==> config.mk <==
export PLATFORM = sky130hd
export DESIGN_NAME = periodic_irq_divider
export DESIGN_NICKNAME = d
export VERILOG_FILES = /design/src/rtl/pid_pkg.sv /design/src/rtl/pid_rate_decode.sv /design/src/rtl/pid_tick_counter.sv /design/src/rtl/pid_event_gen.sv /design/src/rtl/periodic_irq_divider.sv
export SDC_FILE = /design/constraint.sdc
export NUM_CORES = 1
export LEC_CHECK = 0
export ABC_AREA = 1
export BUFFER_PORTS_ARGS = -buffer_cell sky130_fd_sc_hd__buf_2
export CAP_MARGIN = 20
export CORE_UTILIZATION = 61
export DETAILED_ROUTE_END_ITERATION = 10
export PLACE_DENSITY = 0.86
export SETUP_SLACK_MARGIN = 0.2
export SLEW_MARGIN = 10
export SYNTH_ARGS = -nofsm -noshare
export SYNTH_HDL_FRONTEND = slang
export SYNTH_SLANG_ARGS = --single-unit
==> constraint.sdc <==
create_clock -name clk -period 3.7 [get_ports clk]
set_clock_uncertainty 0.05 [all_clocks]
set_input_delay 0.185 -clock clk [delete_from_list [all_inputs] [get_ports clk]]
set_output_delay 0.185 -clock clk [all_outputs]
set_load 0.005 [all_outputs]
==> src/rtl/pid_pkg.sv <==
package pid_pkg;

    localparam int PID_CNT_W        = 15;
    localparam int PID_CODE_W       = 4;
    localparam int PID_REMAP_LIMIT  = 2;
    localparam int PID_REMAP_ADD    = 7;
    localparam int PID_FLAG_W       = 8;
    localparam int PID_FLAG_PF_BIT  = 6;
    localparam int PID_FLAG_IRQ_BIT = 7;

    typedef struct packed {
        logic periodic;
        logic square;
    } pid_out_t;

    function automatic logic [PID_FLAG_W-1:0] pid_flag_mask(input logic hit);
        logic [PID_FLAG_W-1:0] m;
        m = '0;
        m[PID_FLAG_PF_BIT]  = hit;
        m[PID_FLAG_IRQ_BIT] = hit;
        return m;
    endfunction

endpackage

==> src/rtl/pid_rate_decode.sv <==
module pid_rate_decode #(
    parameter int CODE_W      = 4,
    parameter int CNT_W       = 15,
    parameter int REMAP_LIMIT = 2,
    parameter int REMAP_ADD   = 7
) (
    input  logic [CODE_W-1:0] code_i,
    output logic              valid_o,
    output logic [CNT_W-1:0]  mask_o
);
    localparam int EFF_W = CODE_W + 1;

    logic [EFF_W-1:0] eff;

    always_comb begin
        if (code_i <= CODE_W'(REMAP_LIMIT))
            eff = {1'b0, code_i} + EFF_W'(REMAP_ADD);
        else
            eff = {1'b0, code_i};
    end

    assign valid_o = (code_i != '0);

    for (genvar g = 0; g < CNT_W; g++) begin : g_mask
        assign mask_o[g] = valid_o && ((g + 1) < int'(eff));
    end

endmodule

==> src/rtl/pid_tick_counter.sv <==
module pid_tick_counter #(
    parameter int CNT_W = 15
) (
    input  logic             clk,
    input  logic             rst,
    input  logic             tick_i,
    output logic [CNT_W-1:0] cnt_next_o
);
    logic [CNT_W-1:0] cnt_q;

    assign cnt_next_o = cnt_q + CNT_W'(1);

    always_ff @(posedge clk) begin
        if (rst)
            cnt_q <= '0;
        else if (tick_i)
            cnt_q <= cnt_next_o;
    end

    // the count advances by exactly one per tick, wrapping freely
    a_r4_count_step: assert property (@(posedge clk) disable iff (rst)
        tick_i |=> (cnt_q == $past(cnt_q) + CNT_W'(1)));

    a_r4_count_hold: assert property (@(posedge clk) disable iff (rst)
        !tick_i |=> $stable(cnt_q));

endmodule

==> src/rtl/pid_event_gen.sv <==
module pid_event_gen
    import pid_pkg::*;
#(
    parameter int CNT_W  = 15,
    parameter int FLAG_W = 8
) (
    input  logic              clk,
    input  logic              rst,
    input  logic              tick_i,
    input  logic [CNT_W-1:0]  cnt_next_i,
    input  logic [CNT_W-1:0]  mask_i,
    input  logic              valid_i,
    input  logic              code_stable_i,
    input  logic              pie_en_i,
    input  logic              sqw_en_i,
    output pid_out_t          out_o,
    output logic [FLAG_W-1:0] flag_o
);
    logic     boundary;
    logic     fire;
    pid_out_t out_d;

    assign boundary = ((cnt_next_i & mask_i) == '0);
    assign fire     = tick_i && valid_i && code_stable_i && boundary;

    always_comb begin
        out_d.periodic = fire && pie_en_i;
        out_d.square   = fire && sqw_en_i;
    end

    always_ff @(posedge clk) begin
        if (rst) begin
            out_o  <= '0;
            flag_o <= '0;
        end else begin
            out_o  <= out_d;
            flag_o <= pid_flag_mask(out_d.periodic);
        end
    end

    // pulses never stretch past one cycle
    a_r7_evt_one_cycle: assert property (@(posedge clk) disable iff (rst)
        out_o.periodic |=> !out_o.periodic);

    a_r7_sqw_one_cycle: assert property (@(posedge clk) disable iff (rst)
        out_o.square |=> !out_o.square);

    // every output pulse follows a sampled tick
    a_r7_needs_tick: assert property (@(posedge clk) disable iff (rst)
        (out_o.periodic || out_o.square) |-> $past(tick_i));

endmodule

==> src/rtl/periodic_irq_divider.sv <==
module periodic_irq_divider
    import pid_pkg::*;
#(
    parameter int CNT_W       = PID_CNT_W,
    parameter int CODE_W      = PID_CODE_W,
    parameter int REMAP_LIMIT = PID_REMAP_LIMIT,
    parameter int REMAP_ADD   = PID_REMAP_ADD,
    parameter int FLAG_W      = PID_FLAG_W
) (
    input  logic              clk,
    input  logic              rst,
    input  logic              tick_32k,
    input  logic [CODE_W-1:0] rate_code,
    input  logic              pie_en,
    input  logic              sqw_en,
    output logic              periodic_evt,
    output logic [FLAG_W-1:0] flag_set,
    output logic              sqw_pulse
);
    logic [CODE_W-1:0] code_q;
    logic              code_stable;
    logic              rate_valid;
    logic [CNT_W-1:0]  rate_mask;
    logic [CNT_W-1:0]  cnt_next;
    pid_out_t          outs;

    always_ff @(posedge clk) begin
        if (rst)
            code_q <= '0;
        else
            code_q <= rate_code;
    end

    assign code_stable = (code_q == rate_code);

    pid_rate_decode #(
        .CODE_W      (CODE_W),
        .CNT_W       (CNT_W),
        .REMAP_LIMIT (REMAP_LIMIT),
        .REMAP_ADD   (REMAP_ADD)
    ) u_decode (
        .code_i  (rate_code),
        .valid_o (rate_valid),
        .mask_o  (rate_mask)
    );

    pid_tick_counter #(
        .CNT_W (CNT_W)
    ) u_count (
        .clk        (clk),
        .rst        (rst),
        .tick_i     (tick_32k),
        .cnt_next_o (cnt_next)
    );

    pid_event_gen #(
        .CNT_W  (CNT_W),
        .FLAG_W (FLAG_W)
    ) u_event (
        .clk           (clk),
        .rst           (rst),
        .tick_i        (tick_32k),
        .cnt_next_i    (cnt_next),
        .mask_i        (rate_mask),
        .valid_i       (rate_valid),
        .code_stable_i (code_stable),
        .pie_en_i      (pie_en),
        .sqw_en_i      (sqw_en),
        .out_o         (outs),
        .flag_o        (flag_set)
    );

    assign periodic_evt = outs.periodic;
    assign sqw_pulse    = outs.square;

    // code zero keeps both outputs silent
    a_r1_zero_code_silent: assert property (@(posedge clk) disable iff (rst)
        (rate_code == '0) |=> (!periodic_evt && !sqw_pulse));

    // interrupt event only under its enable, flags track the event
    a_r5_pie_gate: assert property (@(posedge clk) disable iff (rst)
        periodic_evt |-> $past(pie_en));

    a_r5_flags_with_evt: assert property (@(posedge clk) disable iff (rst)
        (flag_set != '0) |-> periodic_evt);

    // square pulse only under its enable
    a_r6_sqw_gate: assert property (@(posedge clk) disable iff (rst)
        sqw_pulse |-> $past(sqw_en));

    // a code change on the sampling cycle suppresses the event
    a_r8_no_glitch: assert property (@(posedge clk) disable iff (rst)
        !$stable(rate_code) |=> (!periodic_evt && !sqw_pulse));

endmodule

Word level (Yosys, flattened, before mapping)
Cells that the tools add are included.
{"block": "totals", "regBits": 28, "inputBits": 9, "output_inout_bits": 10, "wordCells": 49}
{"block": "op_classes", "add_sub_neg": 2, "n_lt_le_gt_ge": 16, "n_eq_ne": 1, "muxes": 1, "n_bitwise": 1, "reduce_logical": 22}
{"operator": "$lt A4 B5 Y1 const A", "count": 8}
{"operator": "$logic_and A1 B1 Y1", "count": 20}
{"operator": "$lt A3 B5 Y1 const A", "count": 4}
{"operator": "$add A15 B1 Y15 const B", "count": 1}
{"operator": "$and A15 B15 Y15", "count": 1}
{"operator": "$logic_not A15 Y1", "count": 1}
{"operator": "$lt A2 B5 Y1 const A", "count": 2}
{"operator": "$add A4 B3 Y5 const B", "count": 1}
{"operator": "$lt A1 B5 Y1 const A", "count": 1}
{"operator": "$mux W5", "count": 1}
{"operator": "$eq A4 B4 Y1", "count": 1}
{"operator": "$le A4 B2 Y1 const B", "count": 1}
{"operator": "$reduce_bool A4 Y1", "count": 1}

Depth between registers and ports, before layout
{"block": "depth", "word_depth": 8, "mapped_depth": 15, "depth_no_buf": 15}

Hierarchy
A second synthesis with hierarchy kept.
{"block": "unflattened", "cells_unflattened": 281, "hier_area_um2": 1697.9}
{"mod": "pid_tick_counter", "instances": 1, "cells_per_inst": 152, "area_each_um2": 950.9, "seq_area_each_um2": 300.3}
{"mod": "pid_rate_decode", "instances": 1, "cells_per_inst": 58, "area_each_um2": 336.6, "seq_area_each_um2": 0.0}
{"mod": "pid_event_gen", "instances": 1, "cells_per_inst": 46, "area_each_um2": 241.5, "seq_area_each_um2": 40.0}
{"mod": "periodic_irq_divider", "instances": 1, "cells_per_inst": 25, "area_each_um2": 168.9, "seq_area_each_um2": 80.1}

Worst setup path before layout
Ideal clock, no wire load.
{"block": "synth_path", "path_type": "register -> register", "startpoint": "reg u_count.cnt_q[0]", "endpoint": "reg u_event.out_o[0] (netlist bit)", "setup_ps": 112, "arrival_ps": 1412, "t_required_ps": 3538, "setup_slack_ps": 2127, "stages_incl_launch_ff": 12, "n_path_buf": 0, "synth_period_minus_slack_ps": 1573, "path_cell_list": "dfxtp_1 ha_1 nand2_2 nor2_4 nand2_2 nor2_1 xor2_1 inv_1 nand2_1 nand2_1 nand3_2 nor2_1"}
{"block": "synth_via", "elab_chain_cells": 5}
{"item": "start: declaration", "line_no": "pid_tick_counter.sv:9", "text": "logic [CNT_W-1:0] cnt_q;"}
{"item": "start signal: assignment", "line_no": "pid_tick_counter.sv:17", "text": "cnt_q <= cnt_next_o;"}
{"item": "$add A15 B1 Y15", "line_no": "pid_tick_counter.sv:11", "text": "assign cnt_next_o = cnt_q + CNT_W'(1);"}
{"item": "$and A15 B15 Y15", "line_no": "pid_event_gen.sv:23", "text": "assign boundary = ((cnt_next_i & mask_i) == '0);"}
{"item": "$logic_not A15 Y1", "line_no": "pid_event_gen.sv:23"}
{"item": "$logic_and A1 B1 Y1", "line_no": "pid_event_gen.sv:24", "text": "assign fire = tick_i && valid_i && code_stable_i && boundary;"}
{"item": "$logic_and A1 B1 Y1", "line_no": "pid_event_gen.sv:28", "text": "out_d.square = fire && sqw_en_i;"}
{"item": "end signal: assignment", "line_no": "pid_event_gen.sv:36", "text": "out_o <= out_d;"}
{"item": "end: declaration", "line_no": "pid_event_gen.sv:16", "text": "output pid_out_t out_o,"}
No other way between the ends.
A chain may end at the register's enable or synchronous reset.

Worst setup path after layout
Same ends and word-level chain as after synthesis.

==> summary.md <==
| Metric | Value |
|---|---|
| Synth cell types | `25` |
| Hold depth | `3` |
| # setup viols final | `0` |
| Cts hold-fix bufs | `0` |
| Met2 GRT Util | `40.4%` |
| Initial core utilization | `64.4%` |
| Clock buffer depth | `2` |
| WHS Endpoint | `u_event.out_o[1]$_SDFF_PP0_` |
| Critical Path AT | `1.98 ns` |
| Max Clock Freq | `0.560 GHz` |
| Final number of max-transition violations | `0` |
| IO Port Bufs | `12` |
| DIE AREA | `2530 µm²` |
| Min Tclk post-route | `1.79 ns` |
| Crit path kind | `reg2reg` |
| Cell Area, Synth | `1420 µm²` |
| Maxcap violations | `0` |
| Top-level I/O count | `19` |
| Status | `complete, no violations` |
| Worst Path Required | `3.90 ns` |
| Hold path startpoint | `pie_en` |
| CTS HTree Levels | `1` |
| Die height | `50.3 µm` |
| Synth Flop Type | `dfxtp_1` |
| GP Congestion | `0.880` |
| Final WS setup | `1.91 ns` |
| Vias in the first global route | `1157` |
| Drt via density | `5.03` |
| FF+latch count, synth | `20` |
| Fillers | `218` |
| Nets@finish | `252` |
| R2R depth | `11` |
| Pre-antenna DRT Iters | `6` |
| Initial antenna violation count | `0` |
| Met3 Use GR | `7.27%` |
| CP Max Fanout | `6` |
| Top cells by area, synth | `dfxtp_1 28%, nand2_1 16%, inv_1 9.5%, nand3_1 6.0%, nor2_1 5.0%` |
| Post-CTS sizing | `0` |
| Syn Inst Count | `229` |
| CTS tree | `yes` |
| Largest net degree at the start of global routing | `16` |
| Clock Sinks | `20` |
| WL final | `2.76 mm` |
| Routed Antenna Nets | `0` |
| Sequential-to-total area share from yosys stat | `28.1%` |
| PD cells | `304 nW/µm²` |
| Initial DRC Count | `45` |
| Synth Area per Inst | `6.22 µm²` |
| Startpoint types | `flop` |
| DR WL/cell | `10.3 µm` |
| Launching point of the worst reg2reg path | `u_count.cnt_q[0]$_SDFFE_PP0P_` |
| Setup TNS | `0 ns` |
| Slowest stage delay, CP | `0.44 ns` |
| End of the worst register-to-register path | `u_event.out_o[0]$_SDFF_PP0_` |
| Yosys warning count | `0` |
| Synthesis-to-layout area growth | `5.54%` |
| Synth async-reset ratio | `0%` |
| Period utilisation layout | `48.3%` |
| RSZ-0062 raised after global routing | `no` |
| Core region area | `2210 µm²` |
| Max IR drop VDD | `0.000326 V` |
| Top-count cell post-synth | `nand2_1` |
| Top Usage Layer GRT | `met2` |
| Leading area contributor after synthesis | `dfxtp_1` |
| Critical path, cell by cell | `ha_1 > nand2_2 > nor2_4 > nand3_1 > xor2_1 > nand2_1 > nand2_1 > nand2_1 > clkinv_1 > nand3_2 > nor2_1` |
| Via count | `1343` |
| Final hold violation count | `0` |
| Cell repeated most along the worst path | `nand2_1` |
| CP endpoint kind | `flop` |
| Hold crit path type | `in2reg` |
| Worst R2R Setup Slack | `1.91 ns` |
| Top cell type's share of synthesized area | `28.1%` |
| DRC violations left | `0` |
| Synth top cells by count | `61 x nand2_1, 36 x inv_1, 20 x dfxtp_1, 19 x nor2_1, 17 x nand3_1` |
| Place WS | `1.88 ns` |
| M1 GR Usage | `29.4%` |
| First-pass GRT wire length | `4.65 mm` |
| Post-CTS Setup Inserts | `0` |
| Layout cells sized above 1 | `14.6%` |
| Gr usage total | `24.0%` |
| Die X | `50.3 µm` |
| Clock root buffer | `clkbuf_4` |
| Leakage | `0.000793 µW` |
| Grt total ovfl | `0` |
| FP Rows | `17` |
| Register clock-pin slew on the reported worst setup and hold paths | `0.11 ns` |
| Worst skew pair latency | `0.30 ns` |
| Final antenna diode count | `0` |
| CTS Buf Count | `3` |
| Critical-path cell with the highest stage delay | `dfxtp_1` |
| Worst Setup SP | `u_count.cnt_q[0]$_SDFFE_PP0P_` |
| EDFF count, synth | `0` |
| DPL Wire Length | `2.17 mm` |
[power breakdown]
part | switching, µW | leakage, µW | internal (µW)
Combinational | 61.1 | 0.000607 | 31.9
Sequential | 11.6 | 0.000165 | 228
Clock | 65.0 | 0.0000210 | 60.0
[sequential cells by signal (all words and copies together), names as in the netlist]
register       cells
u_event.out_o      2
code_q             4
u_count.cnt_q     14
[placed cells by master (no fill, tap or decap), drive strengths merged]
cell	count
nand2	66
inv	39
nor2	26
dfxtp	20
nand3	20
buf	12
o21ai	12
a21oi	8
xor2	8
conb	6
o211ai	5
clkbuf	4
nor3	3
ha	3
clkinv	2
nand4	2
a31oi	1
xnor2	1
or2	1
[how the worst max path moves through the flow]
stage | endpoint | slack [ns]
2_1_floorplan | u_event.out_o[0]$_SDFF_PP0_ | 2.13
3_3_place_gp | u_event.out_o[1]$_SDFF_PP0_ | 1.93
3_5_place_dp | u_event.out_o[0]$_SDFF_PP0_ | 1.88
4_1_cts | u_event.out_o[1]$_SDFF_PP0_ | 1.90
5_1_grt | u_event.out_o[1]$_SDFF_PP0_ | 1.73
6_report | u_event.out_o[0]$_SDFF_PP0_ | 1.91
[cell families (layout without fill, tap and decap cells)]
kind of cell | Yosys count | after routing | synth area share (%)
DFF | 20 | 20 | 28.1
xor gates and xnor gates | 9 | 9 | 5.54
and+or+nand+nor | 118 | 118 | 37.5
other | 1 | 6 | 0.263
adders and majority gates | 3 | 3 | 2.64
buffers and inverters | 52 | 57 | 15.8
AOI/OAI and AO/OA | 26 | 26 | 10.1
[critical path, delay by kind of cell, from the launching register on]
kind | cells | cell delay (ns)
xor gates and xnor gates | 1 | 0.24
adders and majority gates | 1 | 0.23
buffers and inverters | 1 | 0.05
DFF | 1 | 0.44
and+or+nand+nor | 8 | 0.72
[cell type report]
type / count / area, µm² / area share [%]
clock buffer: 4 / 36.3 / 2.41
inverter: 41 / 154 / 10.2
tap: 28 / 35.0 / 2.33
timing repair buffer: 12 / 60.1 / 4.00
multi-input combinational: 162 / 817 / 54.4
sequential: 20 / 400 / 26.6
[routing by layer]
layer  routed length (µm)  share of wire [%]
met3                  152                5.5
met4                   44                1.6
met2                 1240                 45
met5                    0                  0
met1                 1320                 48
[stage by stage]
| stage | power, µW | hold WS [ns] | area (µm²) | instances | util, % |
|---|---|---|---|---|---|
| after floorplan | 317 | 0.262 | 1440 | 234 | - |
| after detailed placement | 336 | 0.373 | 1470 | 263 | 66.3 |
| after global routing | 487 | 0.0385 | 1500 | 267 | 67.9 |
| final | 458 | 0.0547 | 1500 | 267 | 67.9 |
| after global placement | 334 | 0.369 | 1470 | 263 | 66.3 |
| after CTS | 461 | 0.0493 | 1500 | 267 | 67.9 |
No activity file was read; power rests on OpenSTA's default activity.
